## config.mk

```make
export PLATFORM = sky130hd
export DESIGN_NAME = pulse_swallow_divider
export DESIGN_NICKNAME = d
export VERILOG_FILES = /design/src/rtl/fbdiv_pkg.sv /design/src/rtl/fbdiv_prescaler.sv /design/src/rtl/fbdiv_ctrl.sv /design/src/rtl/pulse_swallow_divider.sv
export SDC_FILE = /design/constraint.sdc
export NUM_CORES = 1
export LEC_CHECK = 0
export ABC_CLOCK_PERIOD_IN_PS = 13700
export BUFFER_PORTS_ARGS = -buffer_cell sky130_fd_sc_hd__buf_2
export CAP_MARGIN = 20
export CORE_UTILIZATION = 45
export CTS_BUF_LIST = sky130_fd_sc_hd__clkbuf_4
export DETAILED_ROUTE_END_ITERATION = 10
export PLACE_DENSITY = 0.71
export SLEW_MARGIN = 20
export SYNTH_ARGS = -nofsm -noshare
export SYNTH_HDL_FRONTEND = slang
export SYNTH_SLANG_ARGS = --single-unit
```

## constraint.sdc

```tcl
create_clock -name clk -period 13.7 [get_ports clk]
set_clock_uncertainty 0.05 [all_clocks]
set_input_delay 2.74 -clock clk [delete_from_list [all_inputs] [get_ports clk]]
set_output_delay 2.74 -clock clk [all_outputs]
set_load 0.02 [all_outputs]
```

## src/rtl/fbdiv_pkg.sv

```systemverilog
package fbdiv_pkg;
  // control-to-prescaler strobes
  typedef struct packed {
    logic       run;      // prescaler counting (held at zero otherwise)
    logic       modHigh;  // divide by P+1 in this prescaler period
    logic [1:0] sel;      // latched modulus pair select
  } pscCtrl_t;
endpackage

```

## src/rtl/fbdiv_prescaler.sv

```systemverilog
module fbdiv_prescaler
  import fbdiv_pkg::*;
#(
  parameter int EXT_W = 4
) (
  input  logic     clk,
  input  logic     rstN,
  input  pscCtrl_t ctrl,
  output logic     pscTick
);
  logic [2:0]       coreCnt;
  logic [EXT_W-1:0] extCnt;
  logic [EXT_W-1:0] extMax;
  logic [2:0]       coreTop;
  logic             lastSlot;

  // P = 4 * 2^(sel+1): the extension counter spans 2^(sel+1) core slots
  always_comb begin
    extMax   = EXT_W'((2 << ctrl.sel) - 1);
    lastSlot = (extCnt == extMax);
    coreTop  = (ctrl.modHigh && lastSlot) ? 3'd4 : 3'd3;  // 4/5 core
    pscTick  = ctrl.run && lastSlot && (coreCnt == coreTop);
  end

  always_ff @(posedge clk or negedge rstN) begin
    if (!rstN) begin
      coreCnt <= '0;
      extCnt  <= '0;
    end else if (!ctrl.run) begin
      coreCnt <= '0;
      extCnt  <= '0;
    end else if (coreCnt == coreTop) begin
      coreCnt <= '0;
      extCnt  <= lastSlot ? '0 : extCnt + 1'b1;
    end else begin
      coreCnt <= coreCnt + 1'b1;
    end
  end

  assert_core_range_R2: assert property (@(posedge clk) disable iff (!rstN)
    coreCnt <= 3'd4);
  assert_ext_range_R2: assert property (@(posedge clk) disable iff (!rstN)
    extCnt <= extMax);
endmodule

```

## src/rtl/fbdiv_ctrl.sv

```systemverilog
module fbdiv_ctrl
  import fbdiv_pkg::*;
#(
  parameter int BW = 13,
  parameter int AW = 6
) (
  input  logic          clk,
  input  logic          rstN,
  input  logic [1:0]    pscSel,
  input  logic [BW-1:0] bPreset,
  input  logic [AW-1:0] aPreset,
  input  logic          pscTick,
  output pscCtrl_t      ctrl,
  output logic          divPulse,
  output logic          modCtrl,
  output logic          cfgInvalid
);
  localparam int NW = BW + 8;

  logic [NW-1:0] pVal, nVal, minN;
  logic [BW-1:0] bCnt;
  logic [AW-1:0] aCnt;
  logic [1:0]    selQ;
  logic          running;
  logic          expire;

  // legality of the presented setting
  always_comb begin
    pVal       = NW'(8) << pscSel;
    nVal       = NW'(bPreset) * pVal + NW'(aPreset);
    minN       = pVal * pVal - pVal;
    cfgInvalid = (bPreset < BW'(3)) || (BW'(aPreset) > bPreset) || (nVal < minN);
  end

  assign expire       = running && pscTick && (bCnt == BW'(1));
  assign modCtrl      = running && (aCnt != '0);
  assign ctrl.run     = running;
  assign ctrl.modHigh = modCtrl;
  assign ctrl.sel     = selQ;

  always_ff @(posedge clk or negedge rstN) begin
    if (!rstN) begin
      running  <= 1'b0;
      bCnt     <= '0;
      aCnt     <= '0;
      selQ     <= '0;
      divPulse <= 1'b0;
    end else begin
      divPulse <= expire;
      if (!running || expire) begin
        if (cfgInvalid) begin
          running <= 1'b0;
          bCnt    <= '0;
          aCnt    <= '0;
        end else begin
          running <= 1'b1;
          bCnt    <= bPreset;
          aCnt    <= aPreset;
          selQ    <= pscSel;
        end
      end else if (pscTick) begin
        bCnt <= bCnt - 1'b1;
        if (aCnt != '0) aCnt <= aCnt - 1'b1;
      end
    end
  end

  assert_a_le_b_R6: assert property (@(posedge clk) disable iff (!rstN)
    running |-> (BW'(aCnt) <= bCnt));
  assert_pulse_width_R4: assert property (@(posedge clk) disable iff (!rstN)
    divPulse |=> !divPulse);
  assert_pulse_src_R1: assert property (@(posedge clk) disable iff (!rstN)
    divPulse |-> $past(pscTick));
  assert_idle_quiet_R8: assert property (@(posedge clk) disable iff (!rstN)
    !running |-> (!pscTick && !modCtrl));
  assert_mod_fall_R3: assert property (@(posedge clk) disable iff (!rstN)
    $fell(modCtrl) |-> $past(pscTick));
endmodule

```

## src/rtl/pulse_swallow_divider.sv

```systemverilog
module pulse_swallow_divider
  import fbdiv_pkg::*;
#(
  parameter int BW    = 13,
  parameter int AW    = 6,
  parameter int EXT_W = 4
) (
  input  logic          clk,
  input  logic          rstN,
  input  logic [1:0]    pscSel,
  input  logic [BW-1:0] bPreset,
  input  logic [AW-1:0] aPreset,
  output logic          divPulse,
  output logic          modCtrl,
  output logic          cfgInvalid
);
  pscCtrl_t pscCtrl;
  logic     pscTick;

  fbdiv_ctrl #(.BW(BW), .AW(AW)) u_ctrl (
    .clk(clk), .rstN(rstN), .pscSel(pscSel), .bPreset(bPreset),
    .aPreset(aPreset), .pscTick(pscTick), .ctrl(pscCtrl),
    .divPulse(divPulse), .modCtrl(modCtrl), .cfgInvalid(cfgInvalid)
  );

  fbdiv_prescaler #(.EXT_W(EXT_W)) u_psc (
    .clk(clk), .rstN(rstN), .ctrl(pscCtrl), .pscTick(pscTick)
  );
endmodule

```

==> qor.yml <==
layout:
  design_area_sq_um: 5270
  syn_to_final_growth_pct: 6.09
  num_antenna_cells: 0
  multi_input_area_sq_um: 3890
  final_layout_size_suffix_gt1_share_pct: 8.38
  fillers: 994
  nets: 762
  seq_area_sq_um: 751
route:
  vias_per_cell: 5.58
  wl_um: 10700
  dr.first_iter.drc_count: 231
  antenna_left: 0
  wl_met2_um: 5340
  vias: 4111
  wl_per_cell_um: 14.5
  dr_wl_met3_um: 274
  drt_pass1_iterations: 6
  remaining_drc_errors: 0
  wl_met1_um: 4840
  top_layer: "met4"
logic_synthesis:
  yosysWarnings: 0
  syn-mean-instance-area_sq_um: 8.64
  synth_top_area_share_pct: 30.2
  ys_dominant_reg_cell: "dfrtp_1"
  synthCells: 575
  synth_area_leader_cell: "ha_1"
  yosysSeqAreaShare_pct: 15.1
  yosysUniqueCellTypes: 64
  ys_seq_elements: 30
  synthTopCellsByArea: "ha_1 30%, dfrtp_1 15%, fa_1 9.3%"
  synthArstFlopShare_pct: 100
  syn-cell-area_sq_um: 4970
  yosysMostFrequentCell: "ha_1"
  synth_common_cells: "120 x ha_1, 71 x inv_1, 47 x nand2_1, 46 x nor2_1, 30 x dfrtp_1"
  synth_edf_count: 0
die:
  die_h_um: 107
  core_sq_um: 10800
  rows: 38
  ios: 26
  die_w_um: 107
  dieArea_sq_um: 11500
  start_util_pct: 46.0
critical_path:
  r2r_slack_ns: 10.41
  worstPathRequired_ns: 10.91
  endpoint_kind: "output port"
  startpoint_type: "input pin"
  worstPathArrival_ns: 9.50
  crit_fanout: 19
  crit_type: "in2out"
clock_tree:
  clockBufferDepth: 2
  insertion_delay_ns: 0.33
  cts_sinks: 30
  cts_tree: "built"
  clkTransAtPathRegs_ns: 0.09
  numCtsBuffers: 5
  htreeDepth: 2
  cts_setup_buffers: 0
  postCtsHoldBufs: 0
  root_buffer: "clkbuf_4"
  cts-resized-gates: 0
power_and_ir_drop:
  ir_drop_mv: 0.0566
  power_switching_w: 0.000109
  power_frac_seq_pct: 32.7
  clock_power_share_pct: 19.1
  fin_total_pwr_w: 0.000271
  p_leak_nw: 2.83
  comb_power_share_pct: 48.2
  power_density_nw_per_um2: 51.4
  switching_share_pct: 40.2
  p_int_w: 0.000162
flow_run:
  maxCapViolations: 0
worst_hold_path:
  hold_class: "reg2reg"
global_route:
  grt_pass1_wl_um: 18600
  grt_pass1_vias: 4169
  overflow: 0
  grt_max_degree: 31
  antenna_found_initial: 0
  grt.total_usage_pct: 20.1
timing:
  rsz0062_at_grt: "false"
  setup_viol: 0
  period_share_pct: 89.7
  maxSlewHeadroom_pct: 46.6
  hold_violations: 0
  fmax_mhz: 81.4
  slew_viol_final: 0
  fin_crit_ns: 12.29
  tightest_slew_ns: 0.796
  fin_tns_setup_ns: 0
  whs_ns: 0.442
outcome:
  status: "complete, no violations"
placed_design:
  io_buffers: 25
  placed_area_sq_um: 5220
  gp_congestion: 0.838
  dp_hpwl_um: 9130
[per-layer routing]
metal  GRT usage [%]  vias to the layer above
met5               0                        -
met4            7.53                        0
met3            1.46                       19
met2            36.5                       84
met1            24.7                     1964
li1                -                     2044
[cell families (layout without fill, tap and decap cells)]
kind of cell    after synthesis  after routing  share of synthesized area (%)
compound gates              109            109                           15.1
simple gates                176            176                           17.8
xor+xnor                     26             26                           4.58
mux                           4              4                          0.856
fa+ha+maj                   143            143                           39.5
buf+inv                      86            106                           7.00
other cells                   1              3                         0.0755
flops                        30             30                           15.1
[power groups by stage]
stage          Sequential [W]  Clock [W]  Combinational [W]
3_5_place_dp        0.0000902          0           0.000130
3_3_place_gp        0.0000902          0           0.000126
6_report            0.0000885  0.0000518           0.000131
4_1_cts             0.0000885  0.0000540           0.000131
5_1_grt             0.0000885  0.0000581           0.000151
2_1_floorplan       0.0000903          0          0.0000942
[area by class of cell]
| type | instances | share of cell area (%) |
|---|---|---|
| repair buffers | 26 | 2.52 |
| inverters | 72 | 5.13 |
| well taps | 140 | 3.32 |
| clock buffers | 6 | 0.854 |
| multi-input cells | 461 | 73.8 |
| clock inverters | 2 | 0.166 |
| flip-flops and latches | 30 | 14.2 |
[cells in the final DEF (no fill, tap or decap), types with 5 or more instances in the layout]
cell type / netlist / layout
ha_1: 120 / 120
inv_1: 71 / 71
nand2_1: 47 / 47
nor2_1: 46 / 46
dfrtp_1: 30 / 30
buf_2: 2 / 25
o21ai_0: 25 / 24
fa_1: 23 / 23
and2_1: 21 / 21
a21oi_1: 21 / 21
xnor2_1: 18 / 18
nor3_1: 13 / 13
nand3_1: 10 / 10
and3_1: 9 / 9
xor2_1: 8 / 8
nor4_1: 8 / 8
o22ai_1: 7 / 7
a21o_1: 6 / 6
o21ai_1: 5 / 6
clkbuf_4: 0 / 6
a22oi_1: 5 / 5
[worst max-delay path: stages]
cell	delay [ns]
buf_2	0.14
inv_1	0.12
ha_1	0.55
nand2_1	0.17
fa_1	0.56
inv_1	0.04
ha_1	0.28
ha_1	0.27
inv_1	0.05
fa_1	0.53
inv_1	0.04
ha_1	0.29
ha_1	0.29
ha_1	0.36
a21oi_1	0.32
a21oi_1	0.11
a21o_1	0.18
a2111oi_0	0.53
o31ai_1	0.14
a21oi_1	0.19
xnor2_1	0.10
ha_1	0.28
nand2_1	0.06
o21ai_0	0.31
o2bb2ai_1	0.12
a31oi_1	0.31
o21ai_2	0.22
buf_2	0.22
[per-stage QoR]
step | instances | utilization [%] | worst slack (ns)
floorplan | 577 | - | 2.22
global placement | 729 | 48.4 | 1.58
detailed placement | 729 | 48.4 | 1.42
CTS | 737 | 48.9 | 1.42
global route | 737 | 48.9 | 0.900
finish | 737 | 48.9 | 1.41
[flip-flops by register name, summed over array words and instances, names as in the netlist]
register,cells
u_ctrl.aCnt,6
u_ctrl.bCnt,13
u_ctrl.divPulse,1
u_ctrl.running,1
u_ctrl.selQ,2
u_psc.coreCnt,3
u_psc.extCnt,4
[final timing paths]
kind | from | depth (start not counted) | endpoint
worst max-delay path | pscSel[1] | 28 | cfgInvalid
worst min-delay path | u_psc.coreCnt[0] | 1 | u_psc.coreCnt[0]
worst max register to register | u_ctrl.aCnt[0] | 9 | u_ctrl.selQ[0]
worst min register to register | u_psc.coreCnt[0] | 1 | u_psc.coreCnt[0]
max in group asynchronous | rstN | 1 | u_ctrl.selQ[0]
min in group asynchronous | rstN | 1 | u_ctrl.bCnt[10]
Note: power is estimated with default switching activity, not from simulation.
